==> config.mk <==
export PLATFORM = sky130hd
export DESIGN_NAME = ptw_walk_agen
export DESIGN_NICKNAME = d
export VERILOG_FILES = /design/src/rtl/ptw_pkg.sv /design/src/rtl/ptw_addr_calc.sv /design/src/rtl/ptw_ctrl.sv /design/src/rtl/ptw_walk_agen.sv
export SDC_FILE = /design/constraint.sdc
export NUM_CORES = 1
export LEC_CHECK = 0
export ABC_AREA = 1
export CAP_MARGIN = 20
export CORE_ASPECT_RATIO = 1.4
export CORE_MARGIN = 1
export CORE_UTILIZATION = 30
export CTS_CLUSTER_SIZE = 10
export DETAILED_ROUTE_END_ITERATION = 8
export DONT_BUFFER_PORTS = 1
export MAX_ROUTING_LAYER = met4
export SLEW_MARGIN = 20
export SYNTH_ARGS = -nofsm -noshare
export SYNTH_HDL_FRONTEND = slang
export SYNTH_SLANG_ARGS = --single-unit
==> constraint.sdc <==
create_clock -name clk_i -period 5.7 [get_ports clk_i]
set_input_delay 1.14 -clock clk_i [delete_from_list [all_inputs] [get_ports clk_i]]
set_output_delay 1.14 -clock clk_i [all_outputs]
set_load 0.05 [all_outputs]
==> src/rtl/ptw_pkg.sv <==
package ptw_pkg;
  localparam int XLEN  = 64;
  localparam int LVL_W = 3;

  typedef enum logic {OP_DIR = 1'b0, OP_LEAF = 1'b1} ptw_op_e;

  typedef struct packed {
    ptw_op_e          op;
    logic [LVL_W-1:0] level;
    logic             odd;
    logic [XLEN-1:0]  base;
    logic [XLEN-1:0]  va;
  } ptw_cmd_t;

  typedef enum logic [1:0] {ST_IDLE, ST_EVAL, ST_REQ, ST_WAIT} ptw_state_e;
endpackage

==> src/rtl/ptw_addr_calc.sv <==
module ptw_addr_calc
  import ptw_pkg::*;
#(
  parameter int PA_W     = 48,
  parameter int N_LEVELS = 4,
  parameter int BPOS_W   = 6,
  parameter int BWID_W   = 5,
  parameter int HUGE_BIT = 6,
  parameter int HGLB_BIT = 12,
  parameter int GLB_BIT  = 6
) (
  input  ptw_cmd_t                     cmd_i,
  input  logic [N_LEVELS*BPOS_W-1:0]   dir_bitpos_i,
  input  logic [N_LEVELS*BWID_W-1:0]   dir_bits_i,
  input  logic [BPOS_W-1:0]            pt_bitpos_i,
  input  logic [BWID_W-1:0]            pt_bits_i,
  input  logic [1:0]                   pte_code_i,
  output logic [PA_W-1:0]              addr_o,
  output logic                         imm_o,
  output logic                         bad_lvl_o,
  output logic [XLEN-1:0]              imm_val_o,
  output logic [BPOS_W-1:0]            ps_o
);
  localparam logic [XLEN-1:0] PA_MASK =
    (PA_W >= XLEN) ? '1 : ((XLEN'(1) << PA_W) - XLEN'(1));

  function automatic logic [XLEN-1:0] low_mask(input logic [BWID_W-1:0] n);
    return (XLEN'(1) << n) - XLEN'(1);
  endfunction

  logic [BPOS_W-1:0] lvl_pos  [N_LEVELS];
  logic [BWID_W-1:0] lvl_bits [N_LEVELS];

  for (genvar g = 0; g < N_LEVELS; g++) begin : g_lvl
    assign lvl_pos[g]  = dir_bitpos_i[g*BPOS_W +: BPOS_W];
    assign lvl_bits[g] = dir_bits_i[g*BWID_W +: BWID_W];
  end

  logic [BPOS_W-1:0] sel_pos;
  logic [BWID_W-1:0] sel_bits;
  logic              lvl_ok;

  always_comb begin
    sel_pos  = '0;
    sel_bits = '0;
    lvl_ok   = 1'b0;
    for (int l = 0; l < N_LEVELS; l++) begin
      if (cmd_i.level == LVL_W'(l + 1)) begin
        sel_pos  = lvl_pos[l];
        sel_bits = lvl_bits[l];
        lvl_ok   = 1'b1;
      end
    end
  end

  logic [3:0]        shamt;
  logic              huge;
  logic [XLEN-1:0]   base_m, dir_idx, ent_idx, off, full;
  logic [XLEN-1:0]   hv_flip, hv_glb, hv_sum;
  logic [BPOS_W-1:0] huge_ps;
  logic              is_dir;

  always_comb begin
    is_dir  = (cmd_i.op == OP_DIR);
    shamt   = {2'b00, pte_code_i} * 4'd3 + 4'd3;
    huge    = cmd_i.base[HUGE_BIT];
    base_m  = cmd_i.base & PA_MASK;
    dir_idx = (cmd_i.va >> sel_pos) & low_mask(sel_bits);
    // pair index: low bit forced to the half being fetched
    ent_idx = (((cmd_i.va >> pt_bitpos_i) & low_mask(pt_bits_i)) & ~XLEN'(1))
              | XLEN'(cmd_i.odd);
    off     = (is_dir ? dir_idx : ent_idx) << shamt;
    full    = base_m | off;
    addr_o  = full[PA_W-1:0];

    huge_ps = pt_bitpos_i + BPOS_W'(pt_bits_i) - BPOS_W'(1);
    hv_flip = base_m ^ (XLEN'(1) << HUGE_BIT);
    hv_glb  = (hv_flip & ~(XLEN'(1) << GLB_BIT)) | (XLEN'(hv_flip[HGLB_BIT]) << GLB_BIT);
    hv_sum  = hv_glb + (cmd_i.odd ? (XLEN'(1) << huge_ps) : '0);

    imm_o     = huge | (is_dir & ~lvl_ok);
    bad_lvl_o = is_dir & ~huge & ~lvl_ok;
    if (is_dir) imm_val_o = huge ? base_m : '0;
    else        imm_val_o = hv_sum & PA_MASK;
    ps_o      = huge ? huge_ps : pt_bitpos_i;
  end
endmodule

==> src/rtl/ptw_ctrl.sv <==
module ptw_ctrl
  import ptw_pkg::*;
(
  input  logic clk_i,
  input  logic rst_ni,
  input  logic start_i,
  input  logic imm_i,
  input  logic mem_ready_i,
  input  logic rsp_valid_i,
  output logic ready_o,
  output logic req_valid_o,
  output logic addr_en_o,
  output logic wr_imm_o,
  output logic wr_rsp_o
);
  ptw_state_e st_q, st_d;

  always_comb begin
    st_d = st_q;
    unique case (st_q)
      ST_IDLE: if (start_i)     st_d = ST_EVAL;
      ST_EVAL:                  st_d = imm_i ? ST_IDLE : ST_REQ;
      ST_REQ:  if (mem_ready_i) st_d = ST_WAIT;
      ST_WAIT: if (rsp_valid_i) st_d = ST_IDLE;
      default:                  st_d = ST_IDLE;
    endcase
  end

  always_ff @(posedge clk_i or negedge rst_ni) begin
    if (!rst_ni) st_q <= ST_IDLE;
    else         st_q <= st_d;
  end

  assign ready_o     = (st_q == ST_IDLE);
  assign req_valid_o = (st_q == ST_REQ);
  assign addr_en_o   = (st_q == ST_EVAL) && !imm_i;
  assign wr_imm_o    = (st_q == ST_EVAL) && imm_i;
  assign wr_rsp_o    = (st_q == ST_WAIT) && rsp_valid_i;

  // huge or bad-level commands finish without touching memory
  p_imm_no_read_r4: assert property (@(posedge clk_i) disable iff (!rst_ni)
    (st_q == ST_EVAL && imm_i) |=> (ready_o && !req_valid_o));

  p_req_held_r8: assert property (@(posedge clk_i) disable iff (!rst_ni)
    (req_valid_o && !mem_ready_i) |=> req_valid_o);
endmodule

==> src/rtl/ptw_walk_agen.sv <==
module ptw_walk_agen
  import ptw_pkg::*;
#(
  parameter int PA_W     = 48,
  parameter int N_LEVELS = 4,
  parameter int BPOS_W   = 6,
  parameter int BWID_W   = 5,
  parameter int HUGE_BIT = 6,
  parameter int HGLB_BIT = 12,
  parameter int GLB_BIT  = 6
) (
  input  logic                       clk_i,
  input  logic                       rst_ni,
  input  logic                       cmd_valid_i,
  output logic                       cmd_ready_o,
  input  logic                       cmd_leaf_i,
  input  logic [LVL_W-1:0]           cmd_level_i,
  input  logic                       cmd_odd_i,
  input  logic [XLEN-1:0]            cmd_base_i,
  input  logic [XLEN-1:0]            bad_va_i,
  input  logic [N_LEVELS*BPOS_W-1:0] dir_bitpos_i,
  input  logic [N_LEVELS*BWID_W-1:0] dir_bits_i,
  input  logic [BPOS_W-1:0]          pt_bitpos_i,
  input  logic [BWID_W-1:0]          pt_bits_i,
  input  logic [1:0]                 pte_code_i,
  output logic                       mem_req_valid_o,
  input  logic                       mem_req_ready_i,
  output logic [PA_W-1:0]            mem_req_addr_o,
  input  logic                       mem_rsp_valid_i,
  input  logic [XLEN-1:0]            mem_rsp_data_i,
  output logic                       done_o,
  output logic                       bad_level_o,
  output logic [XLEN-1:0]            dir_ptr_o,
  output logic [XLEN-1:0]            leaf_even_o,
  output logic [XLEN-1:0]            leaf_odd_o,
  output logic [BPOS_W-1:0]          leaf_ps_o
);
  localparam logic [XLEN-1:0] PA_MASK =
    (PA_W >= XLEN) ? '1 : ((XLEN'(1) << PA_W) - XLEN'(1));

  ptw_cmd_t          cmd_q;
  logic              start, imm, bad_lvl, addr_en, wr_imm, wr_rsp, wr;
  logic [PA_W-1:0]   calc_addr, addr_q;
  logic [XLEN-1:0]   imm_val, new_val;
  logic [BPOS_W-1:0] calc_ps;

  assign start = cmd_valid_i && cmd_ready_o;

  always_ff @(posedge clk_i or negedge rst_ni) begin
    if (!rst_ni) begin
      cmd_q <= '0;
    end else if (start) begin
      cmd_q.op    <= cmd_leaf_i ? OP_LEAF : OP_DIR;
      cmd_q.level <= cmd_level_i;
      cmd_q.odd   <= cmd_odd_i;
      cmd_q.base  <= cmd_base_i;
      cmd_q.va    <= bad_va_i;
    end
  end

  ptw_addr_calc #(
    .PA_W(PA_W), .N_LEVELS(N_LEVELS), .BPOS_W(BPOS_W), .BWID_W(BWID_W),
    .HUGE_BIT(HUGE_BIT), .HGLB_BIT(HGLB_BIT), .GLB_BIT(GLB_BIT)
  ) u_calc (
    .cmd_i(cmd_q), .dir_bitpos_i(dir_bitpos_i), .dir_bits_i(dir_bits_i),
    .pt_bitpos_i(pt_bitpos_i), .pt_bits_i(pt_bits_i), .pte_code_i(pte_code_i),
    .addr_o(calc_addr), .imm_o(imm), .bad_lvl_o(bad_lvl),
    .imm_val_o(imm_val), .ps_o(calc_ps)
  );

  ptw_ctrl u_ctrl (
    .clk_i(clk_i), .rst_ni(rst_ni), .start_i(start), .imm_i(imm),
    .mem_ready_i(mem_req_ready_i), .rsp_valid_i(mem_rsp_valid_i),
    .ready_o(cmd_ready_o), .req_valid_o(mem_req_valid_o),
    .addr_en_o(addr_en), .wr_imm_o(wr_imm), .wr_rsp_o(wr_rsp)
  );

  always_ff @(posedge clk_i or negedge rst_ni) begin
    if (!rst_ni)      addr_q <= '0;
    else if (addr_en) addr_q <= calc_addr;
  end
  assign mem_req_addr_o = addr_q;

  assign wr      = wr_imm | wr_rsp;
  assign new_val = wr_imm ? imm_val : (mem_rsp_data_i & PA_MASK);

  always_ff @(posedge clk_i or negedge rst_ni) begin
    if (!rst_ni) begin
      done_o      <= 1'b0;
      bad_level_o <= 1'b0;
      dir_ptr_o   <= '0;
      leaf_even_o <= '0;
      leaf_odd_o  <= '0;
      leaf_ps_o   <= '0;
    end else begin
      done_o <= wr;
      if (wr) begin
        if (cmd_q.op == OP_DIR) begin
          dir_ptr_o   <= new_val;
          bad_level_o <= wr_imm & bad_lvl;
        end else begin
          if (cmd_q.odd) leaf_odd_o  <= new_val;
          else           leaf_even_o <= new_val;
          leaf_ps_o <= calc_ps;
        end
      end
    end
  end

  p_addr_hold_r8: assert property (@(posedge clk_i) disable iff (!rst_ni)
    (mem_req_valid_o && !mem_req_ready_i) |=> $stable(mem_req_addr_o));

  p_done_pulse_r9: assert property (@(posedge clk_i) disable iff (!rst_ni)
    done_o |=> !done_o);

  p_busy_r9: assert property (@(posedge clk_i) disable iff (!rst_ni)
    mem_req_valid_o |-> !cmd_ready_o);

  p_bad_zero_r5: assert property (@(posedge clk_i) disable iff (!rst_ni)
    (done_o && bad_level_o) |-> (dir_ptr_o == '0));

  p_leaf_keeps_dir_r10: assert property (@(posedge clk_i) disable iff (!rst_ni)
    (done_o && cmd_q.op == OP_LEAF) |-> ($stable(dir_ptr_o) && $stable(bad_level_o)));
endmodule

==> results.tsv, run 1 <==
stage	metric	value	unit
timing	setup violators final	0	
routing	wire length per cell	23.38	microns
routing	DRT iter0 DRCs	2877	
die	Rows	133	
timing	worst slew pin tran	1.343	ns
global_route	global-route wire length before repair	199300	microns
timing	clock period minus worst slack	5.385	ns
timing	Max transition margin	0.09333	
timing	max frequency	0.1857	GHz
layout	Nets	4932	
layout	most frequent cells in the layout	nand2_1 (1215), nand3_1 (925), o21ai_0 (373)	
clock_tree	Clock Pin Slew Worst Setup and Hold Paths	0.06	ns
routing	vias post-DR	32050	
global_route	Total GRT Usage	0.2819	
clock_tree	CTS max path bufs	3	
logic_synthesis	Async SR Flop Fraction	1.000	
place	Post-Place Cells	5778	
clock_tree	htree depth	2	
power_and_ir_drop	leakage power	15.58	nW
global_route	initial antenna violation count	10	
die	die area	0.09685	sq mm
routing	final WL	136700	microns
layout	post-route insts no fill	5846	
timing	WHS	0.2291	ns
logic_synthesis	Ys Warns	0	
setup_path	Crit Path Max Fanout	52	
timing	endpoints failing hold	0	
clock_tree	clock sink count	319	
setup_path	Worst Setup End Kind	register	
power_and_ir_drop	Power Density	736.7	mW/mm^2
global_route	largest net degree at the start of global routing	320	
place	pre-CTS WS	-0.3725	ns
run	Max-cap violations	0	
clock_tree	latest clock arrival within the worst-skew pair	0.63	ns
layout	commonest non-fill, non-tap cell in the layout	nand2_1	
layout	share of cells above drive strength 1	0.1029	
timing	clk_skew	0.04460	ns
power_and_ir_drop	worst vdd ir	0.3778	mV
routing	DRC	0	
timing	Tcrit/Tclk final	0.9447	
setup_path	WP data arrival	5.87	ns
global_route	vias in the first global route	30770	
die	Die Ht	367.8	microns
routing	antenna-violating nets left	0	
logic_synthesis	Main synth FF type	dfrtp_1	
place	Port Buf Inserts	0	
die	Core Area	0.09435	sq mm
timing	Max Slew Vio Count	0	
place	dpl hpwl	106900	microns
routing	Vias/cell	5.482	
die	Starting Density	0.3039	
logic_synthesis	post-synthesis sequential area ratio	0.2783	
setup_path	Setup crit start kind	input port	
layout	Syn-to-layout area delta	12.16	%
place	GPL Wtd Cong	1.007	
logic_synthesis	Post-Syn Area per Cell	6.221	sq um
die	io pins	509	
timing	RSZ-0062 raised after global routing	false	
logic_synthesis	synthesized area	0.02868	sq mm
logic_synthesis	cells after synthesis	4610	
timing	worst setup margin	0.3149	ns
logic_synthesis	Yosys cell types	65	
die	Die X	263.3	microns
logic_synthesis	Yosys reg bits	319	
logic_synthesis	number of flops mapped to enable cells by yosys	0	
clock_tree	Clk Tree Root Cell	clkbuf_16	
clock_tree	CTS tree	done	
run_status	status	finished, final reports clean	
setup_path	critical path class	in -> reg	
routing	1st-pass router iterations	9	
clock_tree	clock buffer count from CTS	42	
worst_hold_path	Hold Crit Class	in -> async	
clock_tree	Setup Buffers After CTS	0	
setup_path	critical path required time	6.18	ns
global_route	grt ovf	0	
-- worst max-delay path, cell delays in order --
cell,delay [ns]
inv_2,0.04
ha_1,0.27
inv_1,0.04
ha_1,0.21
fa_1,0.40
a21oi_1,0.18
o21bai_1,0.10
xor2_1,0.22
inv_1,0.08
nor2_1,0.18
inv_1,0.11
buf_12,0.16
nor3_1,0.15
buf_4,0.17
ha_1,0.28
a21oi_1,0.17
inv_1,0.07
a31oi_1,0.26
inv_1,0.07
nor2_1,0.19
o21ai_0,0.17
a21oi_1,0.23
o21bai_1,0.12
o21ai_0,0.35
buf_4,0.18
nand2_1,0.11
nand3_1,0.12
nand2_1,0.06
-- cells in the mapped netlist, drive strengths merged, types with 3 or more instances --
master	n	share of area
a21boi	5	0.0013
a21o	4	0.0010
a21oi	226	0.040
a221o	14	0.0049
a22oi	3	0.00096
a2bb2oi	4	0.0012
a31oi	32	0.0070
and3	3	0.00065
buf	164	0.031
clkbuf	165	0.022
clkinv	5	0.00065
dfrtp	319	0.28
ha	62	0.027
inv	294	0.039
mux2	45	0.018
mux2i	14	0.0049
nand2	1227	0.16
nand3	928	0.16
nand3b	4	0.0010
nand4	61	0.014
nor2	386	0.053
nor3	34	0.0063
nor4	4	0.00087
o211ai	40	0.010
o21a	13	0.0034
o21ai	414	0.073
o21bai	6	0.0016
o221ai	5	0.0015
o311ai	3	0.00092
o31ai	5	0.0013
or2	64	0.014
xnor2	19	0.0058
xor2	23	0.0070
-- cell families after synthesis --
family | after synthesis | synth area share
xor gates and xnor gates | 42 | 0.01283
other | 1 | 0.0001308
and+or+nand+nor | 2713 | 0.4146
AOI/OAI and AO/OA | 784 | 0.1508
DFF | 319 | 0.2783
muxes | 59 | 0.02256
adders and majority gates | 64 | 0.02845
buffers and inverters | 628 | 0.09236
-- registers in the layout, summed over array words and instances (netlist names), named ones only --
| signal | count |
|---|---|
| done_o | 1 |
| mem_req_addr_o | 48 |
| cmd_q | 117 |
| leaf_even_o | 48 |
| leaf_ps_o | 6 |
| bad_level_o | 1 |
| u_ctrl.st_q | 1 |
| leaf_odd_o | 48 |
| dir_ptr_o | 48 |
-- report_power, final --
| group | switching [W] | internal, W |
|---|---|---|
| clock | 0.00114 | 0.00151 |
| sequential | 0.00368 | 0.00330 |
| combinational | 0.00975 | 0.00432 |
-- area by class of cell --
class / instances / area (sq um)
timing repair buffer: 237 / 1907
multi-input combinational: 3710 / 18310
fill: 10420 / 62190
clock buffer: 50 / 1141
tap: 1215 / 1520
antenna: 6 / 15.01
sequential: 319 / 7984
clock inverter: 10 / 158.9
inverter: 299 / 1132
-- path summary, 6_finish.rpt --
kind                            slack [ns]                        endpoint  cells past startpoint                   start
worst max-delay path                  0.31       dir_ptr_o[34]$_DFFE_PN0P_                     28          pt_bitpos_i[1]
worst min-delay path                  0.23           cmd_q[34]$_DFFE_PN0P_                      0                  rst_ni
worst max register to register        1.17  mem_req_addr_o[30]$_DFFE_PN0P_                     24  cmd_q[129]$_DFFE_PN0P_
worst min register to register        0.54            cmd_q[0]$_DFFE_PN0P_                      2    cmd_q[0]$_DFFE_PN0P_
max in group asynchronous             3.79     leaf_even_o[20]$_DFFE_PN0P_                      2                  rst_ni
min in group clk_i                    0.54            cmd_q[0]$_DFFE_PN0P_                      2    cmd_q[0]$_DFFE_PN0P_
-- what timing repair did --
action,CTS,global route
resized for setup,0,6
hold buffers,0,0
setup endpoints to repair,0,17
-- stage by stage --
| step | total power [W] | util | area, sq um | TNS, ns |
|---|---|---|---|---|
| 6_report | 0.02370 | 0.3409 | 32170 | 0 |
| 5_1_grt | 0.02536 | 0.3409 | 32170 | 0 |
| 4_1_cts | 0.02355 | 0.3399 | 32070 | 0 |
| 3_5_place_dp | 0.02082 | 0.3261 | 30770 | -12.76 |
| 3_3_place_gp | 0.02074 | 0.3261 | 30770 | -5.573 |
| 2_1_floorplan | 0.01572 | - | 28860 | 0 |
-- layer usage --
metal | track usage | vias to the layer above | share of wire
met2 | 0.4793 | 1318 | 0.49
met5 | - | - | 0
met4 | 0.1671 | 0 | 0.069
met1 | 0.3044 | 14990 | 0.37
met3 | 0.05424 | 295 | 0.071
li1 | - | 15440 | -
(Power assumes the default switching activity.)
==> run 2, diff against run 1 <==
--- a/config.mk
+++ b/config.mk
@@ -8,7 +8,7 @@
 export ABC_AREA = 1
 export CAP_MARGIN = 20
 export CORE_ASPECT_RATIO = 1.4
-export CORE_MARGIN = 1
+export CORE_MARGIN = 2
 export CORE_UTILIZATION = 30
 export CTS_CLUSTER_SIZE = 10
 export DETAILED_ROUTE_END_ITERATION = 8
==> results.tsv, run 2 (same netlist as run 1, synthesis figures left out) <==
stage	metric	value	unit	change
run_status	status	finished, final reports clean		unchanged
power_and_ir_drop	Power Density	731.3	mW/mm^2	was 736.7 mW/mm^2
clock_tree	Clk Tree Root Cell	clkbuf_16		unchanged
timing	RSZ-0062 raised after global routing	false		unchanged
layout	most frequent cells in the layout	nand2_1 (1216), nand3_1 (925), o21ai_0 (371)		was nand2_1 (1215), nand3_1 (925), o21ai_0 (373)
die	die area	0.09812	sq mm	was 0.09685 sq mm
run	Max-cap violations	0		unchanged
timing	clk_skew	0.03850	ns	was 0.04460 ns
layout	Nets	4942		was 4932
setup_path	critical path required time	6.17	ns	was 6.18 ns
layout	largest reg by FF count	cmd_q		unchanged
place	Port Buf Inserts	0		unchanged
place	GPL Wtd Cong	0.9971		was 1.007
layout	commonest non-fill, non-tap cell in the layout	nand2_1		unchanged
setup_path	max incr delay on CP	0.38	ns	was 0.40 ns
timing	Max Slew Vio Count	0		unchanged
setup_path	Slowest-stage cell, CP	fa_1		unchanged
routing	vias post-DR	32160		was 32050
die	Rows	134		was 133
global_route	largest net degree at the start of global routing	320		unchanged
place	pre-CTS WS	-0.3783	ns	was -0.3725 ns
timing	worst slew pin tran	1.057	ns	was 1.343 ns
setup_path	R2R Path End	mem_req_addr_o[32]$_DFFE_PN0P_		was mem_req_addr_o[30]$_DFFE_PN0P_
die	Die X	265.3	microns	was 263.3 microns
setup_path	Setup crit start kind	input port		unchanged
setup_path	Crit Path Max Fanout	52		unchanged
timing	setup violators final	0		unchanged
clock_tree	clock sink count	319		unchanged
global_route	initial antenna violation count	8		was 10
power_and_ir_drop	leakage power	15.58	nW	about the same
timing	Max transition margin	0.2923		was 0.09333
clock_tree	CTS max path bufs	3		unchanged
die	Core Area	0.09506	sq mm	was 0.09435 sq mm
global_route	Total GRT Usage	0.2796		was 0.2819
routing	wire length per cell	23.50	microns	was 23.38 microns
global_route	grt ovf	0		unchanged
timing	Tcrit/Tclk final	0.9401		was 0.9447
layout	max FFs per register	117		unchanged
clock_tree	CTS tree	done		unchanged
routing	1st-pass router iterations	6		was 9
global_route	global-route wire length before repair	199900	microns	was 199300 microns
global_route	vias in the first global route	30840		was 30770
place	dpl hpwl	107500	microns	was 106900 microns
setup_path	critical path class	in -> reg		unchanged
power_and_ir_drop	worst vdd ir	0.4799	mV	was 0.3778 mV
layout	share of cells above drive strength 1	0.1033		was 0.1029
timing	WHS	0.2414	ns	was 0.2291 ns
routing	final WL	137900	microns	was 136700 microns
clock_tree	htree depth	2		unchanged
timing	clock period minus worst slack	5.359	ns	was 5.385 ns
die	Die Ht	369.8	microns	was 367.8 microns
setup_path	Reg-to-Reg Start	cmd_q[129]$_DFFE_PN0P_		unchanged
clock_tree	Clock Pin Slew Worst Setup and Hold Paths	0.06	ns	about the same
die	io pins	509		unchanged
die	Starting Density	0.3017		was 0.3039
worst_hold_path	Hold Crit Class	in -> async		unchanged
clock_tree	Hold-fix buffers, CTS	0		unchanged
timing	worst setup margin	0.3414	ns	was 0.3149 ns
timing	max frequency	0.1866	GHz	was 0.1857 GHz
layout	Syn-to-layout area delta	12.03	%	was 12.16%
setup_path	r2r worst-path depth	24		unchanged
setup_path	crit path capture	leaf_even_o[46]$_DFFE_PN0P_		was dir_ptr_o[34]$_DFFE_PN0P_
routing	Vias/cell	5.481		was 5.482
clock_tree	clock buffer count from CTS	41		was 42
setup_path	WP data arrival	5.83	ns	was 5.87 ns
routing	antenna-violating nets left	0		unchanged
setup_path	R2R setup slack	1.25	ns	was 1.17 ns
setup_path	CP startpoint	pt_bitpos_i[1]		unchanged
setup_path	Worst Setup End Kind	register		unchanged
timing	endpoints failing hold	0		unchanged
clock_tree	latest clock arrival within the worst-skew pair	0.60	ns	was 0.63 ns
timing	Total Neg Setup Slack	0	ns	unchanged
routing	DRC	0		unchanged
routing	DRT iter0 DRCs	2902		was 2877
## run 2: where the power goes
| group | internal [W] | switching, W |
|---|---|---|
| registers | 0.00330 | 0.00373 |
| logic | 0.00435 | 0.00961 |
| clock network | 0.00143 | 0.00107 |
| total | 0.00908 | 0.0144 |
## run 2: through the flow
| stage | std cells | power [W] | util | cell area (sq um) |
|---|---|---|---|---|
| after CTS | 5857 | 0.02335 | 0.3371 | 32050 |
| after detailed placement | 5798 | 0.02079 | 0.3245 | 30850 |
| final | 5867 | 0.02349 | 0.3380 | 32130 |
| after floorplan | 4657 | 0.01572 | - | 28860 |
| after global placement | 5798 | 0.02070 | 0.3245 | 30850 |
| after global routing | 5866 | 0.02516 | 0.3379 | 32130 |
## run 2: final cells by class
type | count | area [sq um]
Antenna cell | 8 | 20.02
Timing Repair Buffer | 248 | 1977
Inverter | 299 | 1132
Clock inverter | 10 | 111.4
Sequential cell | 319 | 7984
Multi-Input combinational cell | 3710 | 18290
Tap cell | 1224 | 1531
Fill cell | 10550 | 62940
Clock buffer | 49 | 1086
## run 2: repair_timing
action | in CTS | in global routing
gates resized for setup | 0 | 4
setup endpoints to repair | 0 | 11
setup buffers | 0 | 0
## run 2: routing by layer
| layer | vias up | global-route usage | part of all wire |
|---|---|---|---|
| li1 | 15450 | - | - |
| met3 | 310 | 0.05231 | 0.075 |
| met2 | 1406 | 0.4786 | 0.49 |
| met1 | 14990 | 0.3025 | 0.36 |
| met4 | 0 | 0.1613 | 0.069 |
| met5 | - | - | 0 |
## run 2: how the worst min path moves through the flow
stage	start	to	depth (start not counted)
finish	rst_ni	cmd_q[24]$_DFFE_PN0P_	0
global placement	cmd_q[0]$_DFFE_PN0P_	cmd_q[0]$_DFFE_PN0P_	2
detailed placement	cmd_q[0]$_DFFE_PN0P_	cmd_q[0]$_DFFE_PN0P_	2
CTS	rst_ni	cmd_q[24]$_DFFE_PN0P_	0
floorplan	cmd_q[0]$_DFFE_PN0P_	cmd_q[0]$_DFFE_PN0P_	2
global route	rst_ni	cmd_q[24]$_DFFE_PN0P_	0
## run 2: critical path, delay by kind of cell
family,cells,cell delay [ns]
AO/OA/AOI/OAI,9,1.53
adder cells (fa/ha/maj),4,1.16
AND/OR/NAND/NOR,8,0.99
buffers and inverters,7,0.64
XOR/XNOR,2,0.35
